File: config.mk
export PLATFORM = sky130hd
export DESIGN_NAME = alu8_status
export DESIGN_NICKNAME = d
export VERILOG_FILES = /design/src/rtl/alu8_pkg.sv /design/src/rtl/alu8_addsub.sv /design/src/rtl/alu8_daa.sv /design/src/rtl/alu8_misc.sv /design/src/rtl/alu8_status_reg.sv /design/src/rtl/alu8_status.sv
export SDC_FILE = /design/constraint.sdc
export NUM_CORES = 1
export LEC_CHECK = 0
export BUFFER_PORTS_ARGS = -buffer_cell sky130_fd_sc_hd__buf_2
export CAP_MARGIN = 5
export CORE_AREA = 5 5 77 79
export DETAILED_ROUTE_END_ITERATION = 8
export DIE_AREA = 0 0 82 84
export GPL_TIMING_DRIVEN = 0
export PLACE_DENSITY = 0.89
export SYNTH_ARGS = -nofsm -noshare
export SYNTH_HDL_FRONTEND = slang
export SYNTH_SLANG_ARGS = --single-unit
File: constraint.sdc
create_clock -name clk -period 6.61 [get_ports clk]
set_clock_uncertainty 0.15 [all_clocks]
set_input_delay 1.322 -clock clk [delete_from_list [all_inputs] [get_ports clk]]
set_output_delay 1.322 -clock clk [all_outputs]
set_load 0.1 [all_outputs]
File: src/rtl/alu8_pkg.sv
// Shared types for the ALU: operation codes and the per-operation flag update.
package alu8_pkg;

    typedef enum logic [3:0] {
        OP_ADD  = 4'd0,
        OP_ADC  = 4'd1,
        OP_SUB  = 4'd2,
        OP_SBC  = 4'd3,
        OP_DAA  = 4'd4,
        OP_AND  = 4'd5,
        OP_OR   = 4'd6,
        OP_XOR  = 4'd7,
        OP_CPL  = 4'd8,
        OP_RL   = 4'd9,
        OP_RR   = 4'd10,
        OP_RLC  = 4'd11,
        OP_RRC  = 4'd12,
        OP_INC  = 4'd13,
        OP_DEC  = 4'd14,
        OP_PASS = 4'd15
    } alu_op_e;

    // Which arithmetic flags an operation writes, and their new values.
    typedef struct packed {
        logic c_en;
        logic ac_en;
        logic z_en;
        logic ov_en;
        logic c;
        logic ac;
        logic z;
        logic ov;
    } flag_upd_t;

endpackage

File: src/rtl/alu8_addsub.sv
// Adder/subtractor split into a low half, a middle slice and the top bit,
// so that the half carry, the carry into the MSB and the carry out are all
// available without recomputation. Subtraction is A + ~B + cin, so the
// carry out means "no borrow". Assumes DW is even and at least 4.
module alu8_addsub #(
    parameter int DW = 8
) (
    input  logic [DW-1:0] a,
    input  logic [DW-1:0] b,
    input  logic          sub,
    input  logic          cin,
    output logic [DW-1:0] sum,
    output logic          c_out,
    output logic          ac_out,
    output logic          ov_out
);
    localparam int HALF = DW / 2;
    localparam int MW   = DW - 1 - HALF;

    logic [DW-1:0] b_eff;
    logic [HALF:0] lo;
    logic [MW:0]   mid;
    logic [1:0]    top;

    // Three-stage ripple of the sum with the intermediate carries kept.
    always_comb begin
        b_eff  = sub ? ~b : b;
        lo     = {1'b0, a[HALF-1:0]} + {1'b0, b_eff[HALF-1:0]} + {{HALF{1'b0}}, cin};
        mid    = {1'b0, a[DW-2:HALF]} + {1'b0, b_eff[DW-2:HALF]} + {{MW{1'b0}}, lo[HALF]};
        top    = {1'b0, a[DW-1]} + {1'b0, b_eff[DW-1]} + {1'b0, mid[MW]};
        sum    = {top[0], mid[MW-1:0], lo[HALF-1:0]};
        c_out  = top[1];
        ac_out = lo[HALF];
        ov_out = top[1] ^ mid[MW];
    end

endmodule

File: src/rtl/alu8_daa.sv
// Decimal adjust of the accumulator after a BCD addition. Assumes an
// 8-bit datapath holding two BCD digits.
module alu8_daa (
    input  logic [7:0] a,
    input  logic       ac,
    input  logic       c,
    output logic [7:0] r,
    output logic       c_out
);
    logic       lo_fix;
    logic       hi_fix;
    logic [8:0] t;

    // Low-digit correction first, then the high digit sees its carry.
    always_comb begin
        lo_fix = (a[3:0] > 4'd9) || ac;
        t      = {1'b0, a} + (lo_fix ? 9'h006 : 9'h000);
        hi_fix = (t[7:4] > 4'd9) || c || t[8];
        r      = t[7:0] + (hi_fix ? 8'h60 : 8'h00);
        c_out  = hi_fix;
    end

endmodule

File: src/rtl/alu8_misc.sv
// Logic, complement, rotate, increment, decrement and pass-through
// operations. Only the rotates through carry produce a new carry.
module alu8_misc
    import alu8_pkg::*;
#(
    parameter int DW = 8
) (
    input  alu_op_e       op,
    input  logic [DW-1:0] a,
    input  logic [DW-1:0] b,
    input  logic          c,
    output logic [DW-1:0] r,
    output logic          c_out
);
    localparam logic [DW-1:0] ONE = {{(DW-1){1'b0}}, 1'b1};

    // Result mux for the non-adder operations.
    always_comb begin
        r     = a;
        c_out = c;
        unique case (op)
            OP_AND:  r = a & b;
            OP_OR:   r = a | b;
            OP_XOR:  r = a ^ b;
            OP_CPL:  r = ~a;
            OP_RL:   r = {a[DW-2:0], a[DW-1]};
            OP_RR:   r = {a[0], a[DW-1:1]};
            OP_RLC:  begin r = {a[DW-2:0], c}; c_out = a[DW-1]; end
            OP_RRC:  begin r = {c, a[DW-1:1]}; c_out = a[0];    end
            OP_INC:  r = a + ONE;
            OP_DEC:  r = a - ONE;
            default: r = a;
        endcase
    end

endmodule

File: src/rtl/alu8_status_reg.sv
// Status register. The arithmetic flags follow operations or software
// writes, and a write wins. PDF and TO respond only to the event inputs,
// and clearing events win over setting ones.
module alu8_status_reg
    import alu8_pkg::*;
(
    input  logic      clk,
    input  logic      rst_n,
    input  logic      op_fire,
    input  flag_upd_t upd,
    input  logic      sw_wr,
    input  logic [3:0] sw_data,
    input  logic      ev_powerup,
    input  logic      ev_clrwdt,
    input  logic      ev_halt,
    input  logic      ev_wdt_to,
    output logic [7:0] status
);
    logic c_q, ac_q, z_q, ov_q, pdf_q, to_q;

    // Arithmetic flags: software write, else selective update by operation.
    always_ff @(posedge clk) begin
        if (!rst_n) begin
            c_q  <= 1'b0;
            ac_q <= 1'b0;
            z_q  <= 1'b0;
            ov_q <= 1'b0;
        end else if (sw_wr) begin
            c_q  <= sw_data[0];
            ac_q <= sw_data[1];
            z_q  <= sw_data[2];
            ov_q <= sw_data[3];
        end else if (op_fire) begin
            if (upd.c_en)  c_q  <= upd.c;
            if (upd.ac_en) ac_q <= upd.ac;
            if (upd.z_en)  z_q  <= upd.z;
            if (upd.ov_en) ov_q <= upd.ov;
        end
    end

    // System flags: driven by events only.
    always_ff @(posedge clk) begin
        if (!rst_n) begin
            pdf_q <= 1'b0;
            to_q  <= 1'b0;
        end else begin
            if (ev_powerup || ev_clrwdt)         pdf_q <= 1'b0;
            else if (ev_halt)                    pdf_q <= 1'b1;
            if (ev_powerup || ev_clrwdt || ev_halt) to_q <= 1'b0;
            else if (ev_wdt_to)                  to_q  <= 1'b1;
        end
    end

    assign status = {2'b00, to_q, pdf_q, ov_q, z_q, ac_q, c_q};


    pdf_hold_chk: assert property (@(posedge clk) disable iff (!rst_n)
        (!ev_powerup && !ev_clrwdt && !ev_halt) |=> $stable(status[4]));

    halt_pdf_chk: assert property (@(posedge clk) disable iff (!rst_n)
        (ev_halt && !ev_powerup && !ev_clrwdt) |=> status[4]);

    to_hold_chk: assert property (@(posedge clk) disable iff (!rst_n)
        (!ev_powerup && !ev_clrwdt && !ev_halt && !ev_wdt_to) |=> $stable(status[5]));

    to_clear_chk: assert property (@(posedge clk) disable iff (!rst_n)
        (ev_powerup || ev_clrwdt || ev_halt) |=> !status[5]);

    swwr_chk: assert property (@(posedge clk) disable iff (!rst_n)
        sw_wr |=> status[3:0] == $past(sw_data));

endmodule

File: src/rtl/alu8_status.sv
// Top: routes operands to the adder, decimal-adjust and misc units, picks
// the result and flag update for the opcode, and registers the result.
// Assumes the decoder supplies one operation per cycle at most.
module alu8_status
    import alu8_pkg::*;
#(
    parameter int DW = 8
) (
    input  logic          clk,
    input  logic          rst_n,
    input  logic          op_valid,
    input  logic [3:0]    op_code,
    input  logic [DW-1:0] opnd_a,
    input  logic [DW-1:0] opnd_b,
    input  logic          st_wr_en,
    input  logic [7:0]    st_wr_data,
    input  logic          ev_powerup,
    input  logic          ev_clrwdt,
    input  logic          ev_halt,
    input  logic          ev_wdt_to,
    output logic [DW-1:0] res_o,
    output logic          res_valid,
    output logic [7:0]    status_o
);
    alu_op_e       op;
    logic          c_cur, ac_cur;
    logic          is_sub, as_cin;
    logic [DW-1:0] as_sum, daa_r, misc_r, res_d;
    logic          as_c, as_ac, as_ov, daa_c, misc_c;
    flag_upd_t     upd;
    logic [DW-1:0] res_q;
    logic          vld_q;

    assign op     = alu_op_e'(op_code);
    assign c_cur  = status_o[0];
    assign ac_cur = status_o[1];

    // Subtract select and carry-in for the adder.
    always_comb begin
        is_sub = (op == OP_SUB) || (op == OP_SBC);
        unique case (op)
            OP_ADC, OP_SBC: as_cin = c_cur;
            OP_SUB:         as_cin = 1'b1;
            default:        as_cin = 1'b0;
        endcase
    end

    alu8_addsub #(.DW(DW)) addsub_i (
        .a(opnd_a), .b(opnd_b), .sub(is_sub), .cin(as_cin),
        .sum(as_sum), .c_out(as_c), .ac_out(as_ac), .ov_out(as_ov)
    );

    alu8_daa daa_i (
        .a(opnd_a[7:0]), .ac(ac_cur), .c(c_cur), .r(daa_r), .c_out(daa_c)
    );

    alu8_misc #(.DW(DW)) misc_i (
        .op(op), .a(opnd_a), .b(opnd_b), .c(c_cur), .r(misc_r), .c_out(misc_c)
    );

    // Result select and flag-update class per opcode.
    always_comb begin
        upd = '0;
        unique case (op)
            OP_ADD, OP_ADC, OP_SUB, OP_SBC: begin
                res_d     = as_sum;
                upd.c_en  = 1'b1; upd.c  = as_c;
                upd.ac_en = 1'b1; upd.ac = as_ac;
                upd.ov_en = 1'b1; upd.ov = as_ov;
                upd.z_en  = 1'b1;
            end
            OP_DAA: begin
                res_d    = daa_r;
                upd.c_en = 1'b1; upd.c = daa_c;
            end
            OP_RLC, OP_RRC: begin
                res_d    = misc_r;
                upd.c_en = 1'b1; upd.c = misc_c;
            end
            OP_RL, OP_RR, OP_PASS: res_d = misc_r;
            default: begin
                res_d    = misc_r;
                upd.z_en = 1'b1;
            end
        endcase
        upd.z = (res_d == '0);
    end

    // Result register with its valid flag.
    always_ff @(posedge clk) begin
        if (!rst_n) begin
            res_q <= '0;
            vld_q <= 1'b0;
        end else begin
            vld_q <= op_valid;
            if (op_valid) res_q <= res_d;
        end
    end

    alu8_status_reg st_i (
        .clk(clk), .rst_n(rst_n), .op_fire(op_valid), .upd(upd),
        .sw_wr(st_wr_en), .sw_data(st_wr_data[3:0]),
        .ev_powerup(ev_powerup), .ev_clrwdt(ev_clrwdt),
        .ev_halt(ev_halt), .ev_wdt_to(ev_wdt_to), .status(status_o)
    );

    assign res_o     = res_q;
    assign res_valid = vld_q;


    z_match_chk: assert property (@(posedge clk) disable iff (!rst_n)
        (op_valid && !st_wr_en && (op == OP_AND || op == OP_OR || op == OP_XOR ||
         op == OP_ADD || op == OP_SUB || op == OP_INC || op == OP_DEC))
        |=> status_o[2] == (res_o == '0));

    logic_keep_chk: assert property (@(posedge clk) disable iff (!rst_n)
        (op_valid && !st_wr_en && (op == OP_AND || op == OP_OR || op == OP_XOR ||
         op == OP_CPL || op == OP_INC || op == OP_DEC))
        |=> ($stable(status_o[1:0]) && $stable(status_o[3])));

    pass_chk: assert property (@(posedge clk) disable iff (!rst_n)
        (op_valid && !st_wr_en && op == OP_PASS)
        |=> (res_valid && res_o == $past(opnd_a) && $stable(status_o[3:0])));

    rot_keep_chk: assert property (@(posedge clk) disable iff (!rst_n)
        (op_valid && !st_wr_en && (op == OP_RL || op == OP_RR))
        |=> $stable(status_o[3:0]));

endmodule

==> Word-level counts from Yosys, hierarchy flattened <==
Cells that the tools add are included.
{ "classes": {"n_addsub": 10, "order_cmp": 2, "n_eq_ne": 17, "muxes": 24, "bitwise": 7, "n_reduce_logical": 21} }
{ "op_table": {"columns": ["op", "count"], "rows": [
  ["$pmux 8 s10", 1],
  ["$eq 4x4->1 const B", 8],
  ["$eq 4x3->1 const B", 4],
  ["$mux 1", 16],
  ["$not 8->8", 2],
  ["$pmux 8 s2", 1],
  ["$add 8x9->9", 1],
  ["$add 8x1->8 const B", 1],
  ["$add 8x8->8", 1],
  ["$and 8x8->8", 1],
  ["$eq 4x2->1 const B", 2],
  ["$gt 4x4->1 const B", 2],
  ["$logic_not 8->1", 1],
  ["$mux 8", 1],
  ["$or 8x8->8", 1],
  ["$reduce_or 2->1", 4],
  ["$sub 8x1->8 const B", 1],
  ["$xor 8x8->8", 1],
  ["$mux 7", 1],
  ["$reduce_or 7->1", 1],
  ["$logic_or 1x1->1", 6],
  ["$reduce_bool 2->1", 3],
  ["$reduce_or 6->1", 1],
  ["$add 4x4->5", 1],
  ["17 further kinds", 19]
]} }
{ "totals": {"reg_bits": 15, "in_bits": 36, "elab_cells": 89} }

==> Longest topological paths before layout <==
Gate-level depths: netlist of the first run.
{ "depth": {"ltp_word": 14, "depth_mapped": 20, "ltp_nobuf": 18} }

==> By module <==
Synthesis of the first run repeated with hierarchy kept, for this count alone.
{ "hier_totals": {"hier_cells": 386, "hier_area_um2": 2889.0} }
{ "by_module_without_submodules": {"columns": ["mod", "instances", "cells_per_inst", "area_each_um2"], "rows": [
  ["alu8_misc", 1, 191, 1262.5],
  ["alu8_status", 1, 93, 680.7],
  ["alu8_addsub", 1, 39, 371.6],
  ["alu8_status_reg", 1, 35, 337.8],
  ["alu8_daa", 1, 28, 236.5]
]} }

==> Worst setup path before layout of the first run <==
OpenSTA, ideal clock, no wires.
{ "synth_path": {"path_kind": "input port to flip-flop", "start": "input port op_code[2]", "end": "register st_i.c_q", "t_arrival_ns": 4.944, "t_required_ns": 6.324, "setup_slack_ns": 1.380, "stages": 19, "path_buffers": 3, "cell_sequence": "buf_6 > buf_4 > buf_2 > nor3_4 > xnor2_1 > fa_1 > inv_1 > fa_1 > nor2b_1 > o21ai_0 > nand2b_1 > fa_1 > a21o_1 > a21o_1 > fa_1 > a21oi_1 > a21oi_1 > a2111oi_0 > a211oi_1"} }
{ "synth_between": {"elab_chain_cells": 11} }
{ "synth_lines": {"columns": ["element", "line_no", "text"], "rows": [
  ["from (decl)", "alu8_status.sv:12", "input logic [3:0] op_code,"],
  ["$eq 4x2->1", "alu8_status.sv:40, alu8_status.sv:41, alu8_status.sv:64", null],
  ["$logic_or 1x1->1", "alu8_status.sv:40", "is_sub = (op == OP_SUB) || (op == OP_SBC);"],
  ["$mux 8", "alu8_addsub.sv:27", "b_eff = sub ? ~b : b;"],
  ["$add 4x4->5", "alu8_addsub.sv:28", "lo = {1'b0, a[HALF-1:0]} + {1'b0, b_eff[HALF-1:0]} + {{HALF{1'b0}}, cin};"],
  ["$add 5x1->5", "alu8_addsub.sv:28", null],
  ["$add 4x1->4", "alu8_addsub.sv:29", "mid = {1'b0, a[DW-2:HALF]} + {1'b0, b_eff[DW-2:HALF]} + {{MW{1'b0}}, lo[HALF]};"],
  ["$add 2x1->2", "alu8_addsub.sv:30", "top = {1'b0, a[DW-1]} + {1'b0, b_eff[DW-1]} + {1'b0, mid[MW]};"],
  ["$pmux 1 s3", "alu8_status.sv:64", "unique case (op)"],
  ["$mux 1", "alu8_status_reg.sv:34", "if (upd.c_en) c_q <= upd.c;"],
  ["$mux 1", "alu8_status_reg.sv:33", "end else if (op_fire) begin"],
  ["$mux 1", "alu8_status_reg.sv:28", "end else if (sw_wr) begin"],
  ["to (signal assigned)", "alu8_status_reg.sv:29", "c_q <= sw_data[0];"],
  ["to (signal assigned)", "alu8_status_reg.sv:34", null],
  ["to (decl)", "alu8_status_reg.sv:19", "logic c_q, ac_q, z_q, ov_q, pdf_q, to_q;"]
]} }
Parallel ways exist; a longest one is shown, timed or not. The select of a mux whose other input is x is not followed.
A chain may end at the register's enable or synchronous reset.

==> Worst setup path in the final report of the first run <==
{ "layout_path": {"start": "input port op_code[1]", "end": "register st_i.c_q"} }
Same word-level chain as after synthesis.

==> results.ini, run 1 <==
[outcome]
status=complete, no violations

[power_and_ir_drop]
max-vdd-ir-drop_mv=0.0928
p_leak_nw=1.49
power.density_nw_per_um2=144

[floorplanning]
fp-row-count=27
start_util_pct=52.2
die_x_um=82
ioPinCount=53
die_h_um=84
die_area_um2=6890
core_region_area_um2=5270

[critical_path]
criticalPathCategory=primary input to flip-flop
endpoint_kind=flip-flop
r2r_end=st_i.c_q
reg2reg_from=st_i.c_q
rr_worst_depth=16
reg2reg_slack_ps=2560
cp-startpoint=op_code[1]
worstSetupStartpointType=primary input
crit_fanout=10
arrival_ps=5860
required_ps=6580

[min_path]
min_path_type=flip-flop to flip-flop
min_path_cells=1
min_to=res_o[2]
hp-start=res_o[2]

[cts]
ctsHoldBuffers=0
cts.repair.resized=0
clock_path_buffers=2
clk_pin_slew_ps=60
worstSkewPairLatency_ps=250
clock-sinks=15
root_buffer=clkbuf_8
post_cts_buffers=0
cts_tree=built
cts_buffers=3
h-tree-depth=1

[yosys]
yosysMostFrequentCell=ha_1
ys_types=66
ys_top_cells_by_count=ha_1, inv_1, nor2_1, o21ai_0, a21oi_1
synth_area_leaders=ha_1, dfxtp_1, xnor2_1
synth_top_cell_area_share_pct=14.1
yosysWarnings=0
synthCells=363
synth-edff-count=0
synthArstFlopShare_pct=0
yosys_register_bits=15
yosysTopAreaCell=ha_1
ys_seq_area_share_pct=10.9
ys.flop_type=dfxtp_1
synth_area_um2=2750
syn_avg_cell_area_um2=7.58

[grt]
track_usage_pct=26.5
antenna_found_initial=0
grt_first_pass_wirelength_um=14500
grt_pass1_vias=3035
grt_max_degree=12
grt_overflow_total=0

[placement]
io_buffers=43
dp_hpwl_um=7030
routabilityCongestion=1.04
place_inst=479

[route]
dr_total_vias=3019
drt-initial-drc-count=389
drt_wl_total_um=8980
drc_errors=0
dr.pass1.iters=5
wl_per_cell_um=18.6
drtAntennaViolNets=0
drt-vias-per-instance=6.25

[timing]
grt_setup_unrepaired=false
relSlewSlack_pct=56.4
hold_violations=0
finalSetupViolCount=0
fin_setup_tns_ps=0
worst_pin_slew_ps=651
maxSlewViolCount=0
fin_crit_ps=5890
finalCritPeriodShare_pct=89.1
timing.fmax_ghz=0.170

[layout]
layout-drive-gt1-share_pct=20.2
fill_cells=518
multiInputGateArea_um2=2130
fin_nets=486
n_antenna_cell=0
area_delta_synth_final_pct=12.9
stdcell_count=483
final-seq-area_um2=300

[run]
max_cap_violations=0

## cells in the final DEF, fill, tap and decap left out, types with 3 or more instances in the layout
master     n
nor3_1     4
xnor2_1   19
or2_2      5
a221oi_1   4
o21a_1     4
ha_1      31
o211ai_1   7
buf_4     11
buf_2     53
nand3_1   13
a21oi_1   23
o21ai_0   24
a22oi_1    4
o211a_1    5
dfxtp_1   15
nor2b_1    7
fa_1       7
and3b_1    3
clkbuf_1   8
a211oi_1   5
a22o_1     5
xor2_1     6
a31oi_1    5
nand2_1   22
a21o_1     6
buf_6      4
clkbuf_8   3
nand2b_1   6
inv_1     30
nor2_1    26
## cell families (layout without fill, tap and decap cells)
kind of cell	Yosys count	after routing	share of synthesized area, %
flip-flops	15	15	10.9
multiplexers	2	2	1.18
buffers and inverters	64	111	11.8
adder cells (fa/ha/maj)	38	38	19.2
other	1	2	0.136
XOR/XNOR	25	25	7.96
AO/OA/AOI/OAI	118	118	30.1
AND/OR/NAND/NOR	100	100	18.7
## cell type report
cell class | count | share of cell area, %
Buffer | 33 | 6.69
Clock buffer | 3 | 1.33
Clock inverter | 1 | 0.161
Inverter | 31 | 3.75
Multi-Input combinational cell | 285 | 68.6
Sequential cell | 15 | 9.67
Tap cell | 72 | 2.90
Timing Repair Buffer | 43 | 6.93
## report_power, final
part,internal [mW],switching (mW)
logic,0.0910,0.180
registers,0.0974,0.00410
clock network,0.0418,0.0345
## worst max path at each step
stage | endpoint | slack, ps
CTS | st_i.c_q | 780
finish | st_i.c_q | 720
detailed placement | st_i.c_q | 560
global placement | st_i.c_q | 630
floorplan | st_i.c_q | 1380
global route | st_i.c_q | 380
## critical path: stages
cell       delay (ps)
buf_2             130
buf_6             150
inv_1              60
clkbuf_1          290
nor3_4            650
xnor2_1           170
fa_1              450
inv_1              90
fa_1              210
nor2b_1            50
o21ai_0           150
nand2b_1          160
fa_1              410
a21o_1            160
a21o_1            240
fa_1              460
a21oi_1           150
a21oi_1            70
a2111oi_0         380
a211oi_1           90
## metal layers
| metal | global-route usage, % | part of all wire (%) | wire length (um) | up-vias |
|---|---|---|---|---|
| met1 | 34.6 | 40 | 3550 | 1378 |
| met5 | 0 | 0 | 0 | - |
| met3 | 4.43 | 10 | 901 | 45 |
| met4 | 10.9 | 4.4 | 399 | 0 |
| met2 | 42.3 | 46 | 4130 | 209 |
| li1 | - | - | - | 1387 |
## flip-flops by register name, summed over array words and instances (netlist names)
register / cells
st_i.ac_q: 1
st_i.pdf_q: 1
res_o: 8
st_i.ov_q: 1
st_i.c_q: 1
st_i.to_q: 1
st_i.z_q: 1
res_valid: 1
## stage by stage
| step | hold WS [ps] | area (um2) | setup WS [ps] | utilization (%) | total power, mW |
|---|---|---|---|---|---|
| 2_1_floorplan | 289 | 2760 | 1380 | - | 0.299 |
| 5_1_grt | 351 | 3110 | 376 | 59.0 | 0.474 |
| 4_1_cts | 330 | 3110 | 784 | 59.0 | 0.444 |
| 3_5_place_dp | 314 | 3060 | 563 | 58.1 | 0.367 |
| 6_report | 325 | 3110 | 722 | 59.0 | 0.449 |
| 3_3_place_gp | 301 | 3060 | 627 | 58.1 | 0.361 |
No activity file was read; power rests on OpenSTA's default activity.
==> run 2: changes to the inputs <==
CTS_BUF_LIST = sky130_fd_sc_hd__clkbuf_2   (was unset)
==> run 2 against run 1 <==
  * Global-route usage shrank 0.20 points
  * Sequential share of layout area grew 0.082 points
  * Utilization shrank 0.50 points
  * Power shrank 7.1%
  * Critical path depth is the same
  * Largest power group unchanged
  * Sequential power is essentially flat
  * Largest cell class unchanged
  * Combinational power is essentially flat
  * Die area is the same
  * Clock power shrank 40%
==> results.ini, run 2 (synthesis results as in run 1) <==
[floorplanning]
fp-row-count=27  ; unchanged
start_util_pct=52.2  ; unchanged
die_area_um2=6890  ; unchanged
die_h_um=84  ; unchanged
core_region_area_um2=5270  ; unchanged
ioPinCount=53  ; unchanged
die_x_um=82  ; unchanged

[min_path]
min_to=res_o[2]
min_path_cells=1  ; unchanged
min_path_type=flip-flop to flip-flop
hp-start=res_o[2]

[power_and_ir_drop]
p_leak_nw=1.48  ; -0.61%
power.density_nw_per_um2=135  ; -6.3%
max-vdd-ir-drop_mv=0.109  ; +18%

[layout]
final_common_cell=buf_2
fin_nets=486  ; unchanged
layout-drive-gt1-share_pct=20.2  ; unchanged
largest_register_ffs=8  ; unchanged
area_delta_synth_final_pct=12.0
n_antenna_cell=0  ; unchanged
fill_cells=526  ; +1.5%
mostFrequentLayoutCells=buf_2, ha_1, inv_1

[route]
drt-vias-per-instance=6.24  ; about the same
wl_per_cell_um=18.4  ; -0.87%
dr_total_vias=3016  ; -0.099%
drt_wl_total_um=8900  ; -0.87%
drtAntennaViolNets=0  ; unchanged
drc_errors=0  ; unchanged
dr.pass1.iters=6  ; +1
drt-initial-drc-count=418  ; +7.5%

[cts]
cts_tree=built
clk_pin_slew_ps=160  ; +100 ps
post_cts_buffers=0  ; unchanged
ctsHoldBuffers=0  ; unchanged
clock_path_buffers=2  ; unchanged
cts.repair.resized=0  ; unchanged
worstSkewPairLatency_ps=290  ; +40 ps
h-tree-depth=1  ; unchanged
clock-sinks=15  ; unchanged
root_buffer=clkbuf_2
cts_buffers=3  ; unchanged

[critical_path]
r2r_end=st_i.c_q
path_cells=buf_2, buf_6, inv_1, clkbuf_1, nor3_4, xnor2_1, fa_1, inv_1, fa_1, nor2b_1, o21ai_0, nand2b_1, fa_1, a21o_1, a21o_1, fa_1, a21oi_1, a21oi_1, a2111oi_0, a211oi_1
rr_worst_depth=16  ; unchanged
worstSetupStartpointType=primary input
reg2reg_slack_ps=2530  ; -30 ps
cp-startpoint=op_code[1]
reg2reg_from=st_i.c_q
max_stage_delay_ps=660  ; about the same
required_ps=6640  ; +60 ps
endpoint_kind=flip-flop
criticalPathCategory=primary input to flip-flop
cp_common_cell=fa_1
arrival_ps=5890  ; +30 ps
crit_fanout=10  ; unchanged
cp_slowest_cell=nor3_4

[timing]
fin_crit_ps=5860  ; -23.1 ps
whs_ps=346  ; +21.0 ps
grt_setup_unrepaired=false
hold_violations=0  ; unchanged
maxSlewViolCount=0  ; unchanged
worst_pin_slew_ps=657  ; +6.01 ps
finalCritPeriodShare_pct=88.7  ; -0.35 points
relSlewSlack_pct=56.0  ; -0.40 points
fin_setup_tns_ps=0  ; unchanged
timing.fmax_ghz=0.171  ; +0.39%
finalSetupViolCount=0  ; unchanged

[run]
max_cap_violations=0  ; unchanged

[grt]
track_usage_pct=26.3  ; -0.20 points
grt_overflow_total=0  ; unchanged
antenna_found_initial=0  ; unchanged
grt_util_met2_pct=41.7  ; -0.59 points
grt_max_degree=12  ; unchanged
grt_first_pass_wirelength_um=14300  ; -0.95%
grt_pass1_vias=3023  ; -0.40%
use_met1_pct=34.4  ; -0.26 points
grt-busiest-layer=met2
use_met3_pct=4.43  ; unchanged

[placement]
io_buffers=43  ; unchanged
routabilityCongestion=1.04  ; unchanged
dp_hpwl_um=7030  ; unchanged

[outcome]
status=complete, no violations

## run 2: where the power goes
group	internal, mW	switching, mW	total, mW
Sequential	0.0974	0.00417	0.102
Combinational	0.0909	0.179	0.270
Clock	0.0137	0.0320	0.0457
Total	0.202	0.215	0.417
## run 2: through the flow
stage / instances / setup WS, ps / area [um2] / power [mW] / utilization, %
final: 483 / 745 / 3080 / 0.417 / 58.5
after global routing: 483 / 532 / 3080 / 0.442 / 58.5
after CTS: 483 / 871 / 3080 / 0.413 / 58.5
after detailed placement: 479 / 563 / 3060 / 0.367 / 58.1
after global placement: 479 / 627 / 3060 / 0.361 / 58.1
after floorplan: 364 / 1380 / 2760 / 0.299 / -
## run 2: how the worst max path moves through the flow
stage / endpoint / cells after the start / slack (ps)
after floorplan: st_i.c_q / 19 / 1380
after global placement: st_i.c_q / 20 / 630
after detailed placement: st_i.c_q / 20 / 560
after CTS: st_i.c_q / 20 / 870
after global routing: st_i.c_q / 20 / 530
final: st_i.c_q / 20 / 750
## run 2: worst max-delay path, delay by kind of cell
family,cells,cell delay (ps)
AOI/OAI and AO/OA,7,1250
xor gates and xnor gates,1,170
adders and majority gates,4,1540
buffers and inverters,5,720
and+or+nand+nor,3,870
## run 2: area by class of cell
cell class / instances / area (um2) / area share (%)
Tap cell: 72 / 90.1 / 2.92
Timing Repair Buffer: 43 / 215 / 6.99
Multi-Input combinational cell: 285 / 2130 / 69.2
Buffer: 33 / 208 / 6.74
Clock buffer: 3 / 15.0 / 0.487
Clock inverter: 1 / 5.00 / 0.162
Inverter: 31 / 116 / 3.78
Sequential cell: 15 / 300 / 9.75
## run 2: metal layers
metal	wire length (um)	up-vias
li1	-	1387
met1	3640	1401
met2	4090	186
met3	798	42
met4	375	0
met5	0	-
==> run 3: changes to the inputs <==
CORE_AREA = 5 5 79 81   (was 5 5 77 79)
DIE_AREA = 0 0 84 86   (was 0 0 82 84)
PLACE_DENSITY = 0.88   (was 0.89)
SYNTH_HIERARCHICAL = 1   (was unset)
==> run 3 against run 2 <==
  * Fmax fell by 2.7%
  * Cell count is 5.4% higher
  * Sequential power hardly changed
  * Sequential cell count stayed put
  * Critical path type unchanged
  * Largest cell class unchanged
  * Highest routed layer unchanged
==> results.ini, run 3 <==
[outcome]
status=complete, no violations

[yosys]
synthCells=386  ; +6.3%
ys_seq_area_share_pct=10.4  ; -0.52 points
ys_top_cells_by_count=a21oi_1, inv_1, ha_1, o21ai_0, nand2b_1
syn_avg_cell_area_um2=7.48  ; -1.3%
yosysTopAreaCell=ha_1
ys_types=70  ; +6.1%
synth_area_leaders=ha_1, dfxtp_1, a21oi_1
yosys_register_bits=15  ; unchanged
synth-edff-count=0  ; unchanged
synth_area_um2=2890  ; +5.0%
ys.flop_type=dfxtp_1
yosysWarnings=6  ; +6
synth_top_cell_area_share_pct=10.8  ; -3.3 points
synthArstFlopShare_pct=0  ; unchanged

[timing]
relSlewSlack_pct=61.2  ; +5.2 points
worst_pin_slew_ps=581  ; -75.9 ps
maxSlewViolCount=0  ; unchanged
finalSetupViolCount=0  ; unchanged
setup_ws_ps=582  ; -163 ps
hold_violations=0  ; unchanged
timing.fmax_ghz=0.166  ; -2.7%
fin_crit_ps=6030  ; +163 ps
fin_setup_tns_ps=0  ; unchanged
finalCritPeriodShare_pct=91.2  ; +2.5 points
grt_setup_unrepaired=false

[critical_path]
criticalPathCategory=primary input to flip-flop
worstSetupStartpointType=primary input
reg2reg_slack_ps=2160  ; -370 ps
r2r_end=st_i/z_q
rr_worst_depth=18  ; +2
crit_fanout=10  ; unchanged
arrival_ps=6090  ; +200 ps
cp-startpoint=op_code[2]
endpoint_kind=flip-flop
reg2reg_from=st_i/ac_q
required_ps=6670  ; +30 ps

[min_path]
hp-start=res_o[5]
min_path_type=flip-flop to flip-flop
min_path_cells=2  ; +1
min_to=res_o[5]

[route]
drt-vias-per-instance=6.30  ; +0.84%
drt_wl_total_um=8510  ; -4.5%
drtAntennaViolNets=0  ; unchanged
drc_errors=0  ; unchanged
drt-initial-drc-count=461  ; +10%
wl_per_cell_um=16.7  ; -9.4%
dr.pass1.iters=5  ; -1
dr_total_vias=3205  ; +6.3%

[cts]
root_buffer=clkbuf_2
h-tree-depth=1  ; unchanged
cts.repair.resized=0  ; unchanged
cts_buffers=3  ; unchanged
post_cts_buffers=0  ; unchanged
clk_pin_slew_ps=150  ; about the same
worstSkewPairLatency_ps=300  ; about the same
clock_path_buffers=2  ; unchanged
ctsHoldBuffers=0  ; unchanged
clock-sinks=15  ; unchanged
cts_tree=built

[layout]
mostFrequentLayoutCells=buf_2, a21oi_1, inv_1
stdcell_count=509  ; +5.4%
area_delta_synth_final_pct=11.9  ; about the same
fill_cells=525  ; -0.19%
fin_nets=506  ; +4.1%
final_common_cell=buf_2
layout-drive-gt1-share_pct=20.4  ; +0.17 points
largest_register_ffs=8  ; unchanged
n_antenna_cell=0  ; unchanged

[power_and_ir_drop]
seqPwrFrac_pct=23.6  ; -0.8 points
switching_power_uw=220  ; +2.3%
p_leak_nw=1.49  ; +0.49%
pwr-share-comb_pct=65.2  ; +0.5 points
p_clk_share_pct=11.3  ; +0.3 points
switching_share_pct=51.6  ; about the same
power.density_nw_per_um2=132  ; -2.5%
max-vdd-ir-drop_mv=0.157  ; +43%
internal_power_uw=207  ; +2.3%

[grt]
grt_first_pass_wirelength_um=13600  ; -4.8%
grt_max_degree=18  ; +6
antenna_found_initial=0  ; unchanged
track_usage_pct=22.7  ; -3.6 points
grt_overflow_total=0  ; unchanged
grt_pass1_vias=2889  ; -4.4%

[floorplanning]
fp-row-count=27  ; unchanged
core_region_area_um2=5410  ; +2.6%
die_h_um=86  ; +2.4%
die_area_um2=7220  ; +4.9%
start_util_pct=53.4  ; +1.2 points
die_x_um=84  ; +2.4%
ioPinCount=53  ; unchanged

[placement]
io_buffers=46  ; +7.0%
routabilityCongestion=0.981  ; -6.1%
place_inst=505  ; +5.4%
pre_cts_ws_ps=268  ; -295 ps
dp_hpwl_um=6720  ; -4.4%

[run]
max_cap_violations=0  ; unchanged

==> run 3: worst max-delay path, stage by stage <==
cell      delay, ps
buf_2           150
clkbuf_1        280
clkbuf_1        400
nor2_1          200
and2_2          240
buf_6           150
xor2_1          170
fa_1            380
inv_1            80
fa_1            200
nor2b_1          50
o21ai_0         140
nand2b_1        120
fa_1            460
nand3_1         100
nand2_1          90
fa_1            510
nand2b_1         60
a21oi_1         220
nor4_1           90
and3_1          150
and3_2          210
o311a_1         300
==> run 3: final cells by class <==
| class | instances | area (um2) | share of cell area [%] |
|---|---|---|---|
| clock buffers | 4 | 20.0 | 0.619 |
| plain buffers | 35 | 200 | 6.19 |
| well taps | 72 | 90.1 | 2.79 |
| inverters | 29 | 109 | 3.37 |
| repair buffers | 46 | 230 | 7.12 |
| flip-flops and latches | 15 | 300 | 9.29 |
| multi-input cells | 308 | 2280 | 70.6 |
==> run 3: how the worst max path moves through the flow <==
stage	to	slack, ps	depth (start not counted)
floorplan	st_i/z_q	1080	22
global placement	st_i/z_q	370	23
detailed placement	st_i/z_q	270	23
CTS	st_i/z_q	600	23
global route	st_i/z_q	270	23
finish	st_i/z_q	580	23
==> run 3: per-layer routing <==
layer / track usage (%) / part of all wire [%] / vias to the layer above
met4: 5.41 / 2.2 / 0
met2: 38.6 / 46 / 192
met5: 0 / 0 / -
met1: 30.1 / 42 / 1481
met3: 3.75 / 9.5 / 27
li1: - / - / 1505
==> run 3: kinds of logic (layout without fill, tap and decap cells) <==
family	after synthesis	after routing	share of synthesized area [%]
and+or+nand+nor	122	122	25.1
AOI/OAI and AO/OA	121	121	27.7
buffers and inverters	64	114	10.7
adders and majority gates	32	32	15.7
xor gates and xnor gates	22	22	7.19
DFF	15	15	10.4
muxes	9	9	3.12
other	1	2	0.130
==> run 3: power groups by stage <==
stage | Sequential [mW] | Clock (mW) | Combinational (mW)
3_3_place_gp | 0.102 | 0 | 0.268
6_report | 0.100 | 0.0480 | 0.278
4_1_cts | 0.100 | 0.0472 | 0.275
5_1_grt | 0.101 | 0.0524 | 0.302
3_5_place_dp | 0.102 | 0 | 0.274
2_1_floorplan | 0.139 | 0 | 0.168
==> run 3: stage by stage <==
step / cell area, um2 / power, mW / hold WS (ps) / util, %
after floorplan: 2890 / 0.306 / 325 / -
after global placement: 3210 / 0.370 / 339 / 59.4
after detailed placement: 3210 / 0.377 / 357 / 59.4
after CTS: 3230 / 0.423 / 386 / 59.8
after global routing: 3230 / 0.456 / 426 / 59.8
final: 3230 / 0.426 / 384 / 59.8
